--- config.mk ---
export PLATFORM = sky130hd
export DESIGN_NAME = frame_pattern_detector
export DESIGN_NICKNAME = d
export VERILOG_FILES = /design/src/rtl/frame_det_pkg.sv /design/src/rtl/frame_seq_fsm.sv /design/src/rtl/frame_hit_decode.sv /design/src/rtl/frame_hit_reg.sv /design/src/rtl/frame_pattern_detector.sv
export SDC_FILE = /design/constraint.sdc
export NUM_CORES = 1
export LEC_CHECK = 0
export BUFFER_PORTS_ARGS = -buffer_cell sky130_fd_sc_hd__buf_2
export CAP_MARGIN = 20
export CORE_AREA = 2 2 39 41
export CTS_CLUSTER_SIZE = 16
export DETAILED_ROUTE_END_ITERATION = 10
export DIE_AREA = 0 0 41 43
export PLACE_DENSITY = 0.3
export SYNTH_ARGS = -nofsm -noshare
export SYNTH_HDL_FRONTEND = slang
export SYNTH_SLANG_ARGS = --single-unit
--- constraint.sdc ---
create_clock -name clk -period 2.1 [get_ports clk]
set_input_delay 0.21 -clock clk [delete_from_list [all_inputs] [get_ports clk]]
set_output_delay 0.21 -clock clk [all_outputs]
set_load 0.02 [all_outputs]
--- src/rtl/frame_det_pkg.sv ---
// Package: shared types for the framed pattern detector.
// Assumes: four-state machine, binary-encoded in two bits.
package frame_det_pkg;

    localparam int STATE_W = 2;

    // Position within the current three-bit frame.
    typedef enum logic [STATE_W-1:0] {
        FS_START = 2'd0,  // waiting for bit one
        FS_GOT1  = 2'd1,  // bit one taken, its value discarded
        FS_LOW2  = 2'd2,  // bit two was 0
        FS_HIGH2 = 2'd3   // bit two was 1
    } frame_state_e;

endpackage

--- src/rtl/frame_seq_fsm.sv ---
// Module: frame_seq_fsm
// Tracks the position in the current three-bit frame and keeps bit two.
// Assumes: rst_n is synchronous, active low; bits count only when valid.
module frame_seq_fsm
    import frame_det_pkg::*;
(
    input  logic         clk,
    input  logic         rst_n,
    input  logic         bit_valid,
    input  logic         bit_in,
    output frame_state_e state
);

    frame_state_e state_nx;

    // Next-state selection for one accepted bit.
    always_comb begin
        state_nx = state;
        if (bit_valid) begin
            unique case (state)
                FS_START: state_nx = FS_GOT1;
                FS_GOT1:  state_nx = bit_in ? FS_HIGH2 : FS_LOW2;
                FS_LOW2:  state_nx = FS_START;
                FS_HIGH2: state_nx = FS_START;
                default:  state_nx = FS_START;
            endcase
        end
    end

    // State register with synchronous reset.
    always_ff @(posedge clk) begin
        if (!rst_n) state <= FS_START;
        else        state <= state_nx;
    end

    // reset lands in the frame start state.
    p_reset_start_r1: assert property (@(posedge clk)
        !rst_n |=> state == FS_START);

    // an idle cycle leaves the frame position untouched.
    p_idle_hold_r6: assert property (@(posedge clk) disable iff (!rst_n)
        !bit_valid |=> $stable(state));

    // the third accepted bit always closes the frame.
    p_frame_close_r5: assert property (@(posedge clk) disable iff (!rst_n)
        (bit_valid && (state == FS_LOW2 || state == FS_HIGH2)) |=> state == FS_START);

endmodule

--- src/rtl/frame_hit_decode.sv ---
// Module: frame_hit_decode
// Mealy output: flags a third bit of 0 that follows a second bit of 1.
// Assumes: state comes from frame_seq_fsm in the same clock domain.
module frame_hit_decode
    import frame_det_pkg::*;
(
    input  frame_state_e state,
    input  logic         bit_valid,
    input  logic         bit_in,
    output logic         hit
);

    // Combinational match on the closing bit of the frame.
    always_comb begin
        hit = bit_valid && (state == FS_HIGH2) && !bit_in;
    end

endmodule

--- src/rtl/frame_hit_reg.sv ---
// Module: frame_hit_reg
// Registers the match flag for users that need a flop output.
// Assumes: synchronous active-low reset clears the copy.
module frame_hit_reg #(
    parameter int WIDTH = 1
) (
    input  logic             clk,
    input  logic             rst_n,
    input  logic [WIDTH-1:0] d,
    output logic [WIDTH-1:0] q
);

    // One-cycle delay stage.
    always_ff @(posedge clk) begin
        if (!rst_n) q <= '0;
        else        q <= d;
    end

endmodule

--- src/rtl/frame_pattern_detector.sv ---
// Module: frame_pattern_detector (top)
// Finds 010 or 110 in non-overlapping three-bit frames of a serial stream.
// Assumes: frames are aligned by reset; bit_valid qualifies every bit.
module frame_pattern_detector
    import frame_det_pkg::*;
(
    input  logic clk,
    input  logic rst_n,
    input  logic bit_valid,
    input  logic bit_in,
    output logic hit,
    output logic hit_q
);

    localparam int HIT_W = 1;

    frame_state_e state;

    frame_seq_fsm u_fsm (
        .clk       (clk),
        .rst_n     (rst_n),
        .bit_valid (bit_valid),
        .bit_in    (bit_in),
        .state     (state)
    );

    frame_hit_decode u_dec (
        .state     (state),
        .bit_valid (bit_valid),
        .bit_in    (bit_in),
        .hit       (hit)
    );

    frame_hit_reg #(.WIDTH(HIT_W)) u_hreg (
        .clk   (clk),
        .rst_n (rst_n),
        .d     (hit),
        .q     (hit_q)
    );

    // no match in an idle cycle.
    p_idle_quiet_r6: assert property (@(posedge clk) disable iff (!rst_n)
        !bit_valid |-> !hit);

    // a match is raised only when the frame is at its third bit.
    p_third_only_r4: assert property (@(posedge clk) disable iff (!rst_n)
        hit |-> (state == FS_LOW2 || state == FS_HIGH2));

    // the registered copy trails the live flag by one cycle.
    p_copy_delay_r7: assert property (@(posedge clk) disable iff (!rst_n)
        1'b1 |=> hit_q == $past(hit));

endmodule

**Yosys cells after proc, flatten, opt, wreduce, memory -nomap -nowiden**

Index checks and enable logic that the tools add are counted.

- Input port bits: 4
- Register bits: 3
- Output and inout bits: 2
- Word-level logic and storage cells: 12

- Reductions and logical operators: 5
- Multiplexer cells: 2
- Equality and inequality tests: 3

Operators by type and width:

| kind | count |
|---|---|
| $pmux W2 S3 | 1 |
| $eq A2 B2 Y1 const B | 2 |
| $eq A2 B1 Y1 const B | 1 |
| $logic_and A1 B1 Y1 | 2 |
| $logic_not A2 Y1 | 1 |
| $reduce_or A2 Y1 | 1 |
| $logic_not A1 Y1 | 1 |
| $mux W1 | 1 |

**Longest topological paths before layout**

- Depth after elaboration: 3
- Mapped depth: 3

**Cells and area by module**

Synthesis repeated with hierarchy kept, for this count alone.

- Cell total of the unflattened synthesis: 12
- Area total of the unflattened synthesis: 123.9 µm²

Modules (own cells, without submodules):

| module | cells an instance | times used | area an instance (µm²) | sequential area each (µm²) |
|---|---|---|---|---|
| frame_seq_fsm | 9 | 1 | 87.6 | 40.0 |
| frame_hit_reg | 2 | 1 | 26.3 | 20.0 |
| frame_hit_decode | 1 | 1 | 10.0 | 0.0 |

**Worst setup path before layout**

No wires, ideal clock.

- Path type: reg-to-output
- From: register u_fsm.state[0]
- To: output hit
- Buffers on the path: 0
- Required time: 1890 ps
- Stages on the path, launching flop included: 3
- Data arrival time: 669 ps
- Slack: 1221 ps
- Cell sequence: dfxtp_1 nor2b_4 and3_4

- Cells in the longest elaborated chain, start to end: 3

RTL lines:

| item | line | source |
|---|---|---|
| from (decl) | frame_seq_fsm.sv:11 | `output frame_state_e state` |
| from (signal assigned) | frame_seq_fsm.sv:33 | `else state <= state_nx;` |
| $eq A2 B2 Y1 | frame_hit_decode.sv:15 | `hit = bit_valid && (state == FS_HIGH2) && !bit_in;` |
| $logic_and A1 B1 Y1 (2 in a row) | frame_hit_decode.sv:15 |  |
| to (decl) | frame_pattern_detector.sv:11 | `output logic hit,` |

Every way passes these cells.

**Worst setup path in the final report**

Same ends and word-level chain as after synthesis.

==> qor.csv <==
metric;value;unit
ys_seq_area_share;45.3;%
nets;26;
grt_max_degree;6;
crit_path_end;hit;
grt_overflow;0;
num_antenna_cells;0;
clkLatencyLatePin;0.24;ns
worstReg2RegStart;u_fsm.state[0];
seqPwrFrac;34.6;%
p_leak;0.0000877;uW
clkPwrFrac;58.3;%
synth_area_leaders;dfxtp_1 (45%), nor2b_4 (10%), and2_1 (9.4%), and3_4 (8.5%), mux2i_1 (7.5%);
synth_xor_area_share;0;%
cts_setup_buffers;0;
die_area;0.00176;mm^2
h-tree-depth;1;
wl;240;um
worst_pin_slew;0.151;ns
antenna_found_initial;0;
grt_pass1_wl;407;um
clock-skew-final;0.00855;ns
antenna_left;0;
worstPathMaxFanout;3;
viasPerCell;2.89;
synth_compound_area_share;5.66;%
reg2reg_depth;3;
drive_gt1_share;47.6;%
netSwitchingFraction;21.7;%
yosysMostFrequentCell;dfxtp_1;
irDropWorstVdd;0.000149;V
drv_cap;0;
cp-startpoint;u_fsm.state[0];
cts_tree;yes;
cp.required;1.89;ns
synth_area;133;um^2
synthArstFlopShare;0;%
hold_viol_final;0;
drtIter0Drc;0;
die_y;43;um
synth_fa_ha_area_share;0;%
pwr_density_cell;869;mW/mm^2
synth_top_area_share;45.3;%
ys_ff_latch;3;
vias;107;
grt_use_total;4.31;%
post-route-min-period;1.26;ns
ys_warn_count;0;
cts_resized;0;
syn_area_per_cell;11.1;um^2
synthSimpleGateAreaFrac;41.5;%
gp_congestion;0.638;
hp-class;primary input to flip-flop;
clock_path_buffers;2;
r2r_end;u_hreg.q;
drtPass1Iterations;1;
cts_hold_buf;0;
synth_top_family_by_area;simple AND/OR/NAND/NOR gates;
drc_errors;0;
netlist_instances;12;
ys_top_cells_by_count;dfxtp_1 (3), and2_1 (2);
synth_cell_types;9;
period_share;60.2;%
wl_per_cell;6.49;um
crit_arrival;1.05;ns
status;finished clean;
r2r_setup_slack;1.24;ns
area_growth;53.8;%
fmaxAchievable;0.792;GHz
worst_slack;0.837;ns
power_switching;38.5;uW
report.final.slew_viol_count;0;
cts-root-buf;clkbuf_4;
p_int;139;uW
cts_buffers;3;
die_w;41;um
setup_viol;0;
slew_headroom;89.9;%
synth_mux_area_share;7.55;%
cp-end-kind;primary output;
synth_largest_area_cell;dfxtp_1;
place_ws;1.08;ns
cts.sinks;3;
rsz0062_at_grt;false;
pin_count;6;
startpoint_type;flip-flop;
grt_pass1_vias;117;
port-buffer-count;5;
core-area;0.00138;mm^2
synth-main-ff-cell;dfxtp_1;
synth_edf_count;0;
finalSetupTns;0;ns
p_comb_share;7.0;%
path_clk_slew;0.04;ns
synth_nets;16;
path_class;flip-flop to primary output;
initial_core_util;9.58;%
rows;14;
## state kept, by name, summed over array words and instances (netlist names)
register / flops
u_hreg.q: 1
u_fsm.state: 2
## final cells by class
type / instances / area, um^2
fillers: 163 / 1180
multi-input cells: 9 / 72.6
flip-flops and latches: 3 / 60.1
clock buffers: 4 / 26.3
repair buffers: 5 / 25.0
well taps: 16 / 20.0
## cells by family (layout without fill, tap and decap cells)
group                  after synthesis  after routing
AO/OA/AOI/OAI                        1              1
AND/OR/NAND/NOR                      7              7
multiplexers                         1              1
flip-flops                           3              3
buffers and inverters                0              9
## worst max-delay path, cell delays in order, from the launching register on
cell and delay, ns:
dfxtp_1 0.33, nor2b_4 0.15, and3_4 0.18, buf_2 0.15
## cells in the final DEF, fill, tap and decap left out
master	netlist	layout
clkbuf_1	0	1
and3_4	1	1
nor3b_1	1	1
nor2b_1	1	1
mux2i_1	1	1
buf_2	0	5
and2_1	2	2
clkbuf_4	0	3
o21a_1	1	1
nor2b_4	1	1
nand2_1	1	1
dfxtp_1	3	3
## layer usage
layer	GRT usage (%)	part of all wire [%]	vias up
met3	4.71	17	0
li1	-	-	57
met1	4.81	51	44
met2	3.13	32	6
met5	0	0	-
met4	6.00	0	0
## power groups by stage
stage | Sequential [uW] | Clock (uW) | Combinational (uW)
final | 61.4 | 103 | 12.5
after global routing | 61.8 | 114 | 13.9
after CTS | 61.4 | 109 | 12.7
after detailed placement | 62.2 | 0 | 12.7
after global placement | 62.2 | 0 | 12.3
after floorplan | 62.1 | 0 | 7.35
## worst min-delay path by stage
stage	end	cells past startpoint	from	slack [ns]
2_1_floorplan	u_fsm.state[0]	1	rst_n	0.33
3_3_place_gp	u_fsm.state[1]	2	rst_n	0.45
3_5_place_dp	u_hreg.q	2	rst_n	0.45
4_1_cts	u_fsm.state[1]	2	rst_n	0.20
5_1_grt	u_fsm.state[0]	2	rst_n	0.23
6_report	u_fsm.state[1]	2	rst_n	0.21
## per-stage QoR
step	total power (uW)	area [um^2]	cells	utilization, %	hold slack [ns]
3_5_place_dp	75.0	178	33	12.8	0.452
2_1_floorplan	69.5	133	12	-	0.328
3_3_place_gp	74.5	178	33	12.8	0.448
5_1_grt	189	204	37	14.7	0.226
4_1_cts	183	204	37	14.7	0.200
6_report	177	204	37	14.7	0.206
Note: power is estimated with default switching activity, not from simulation.
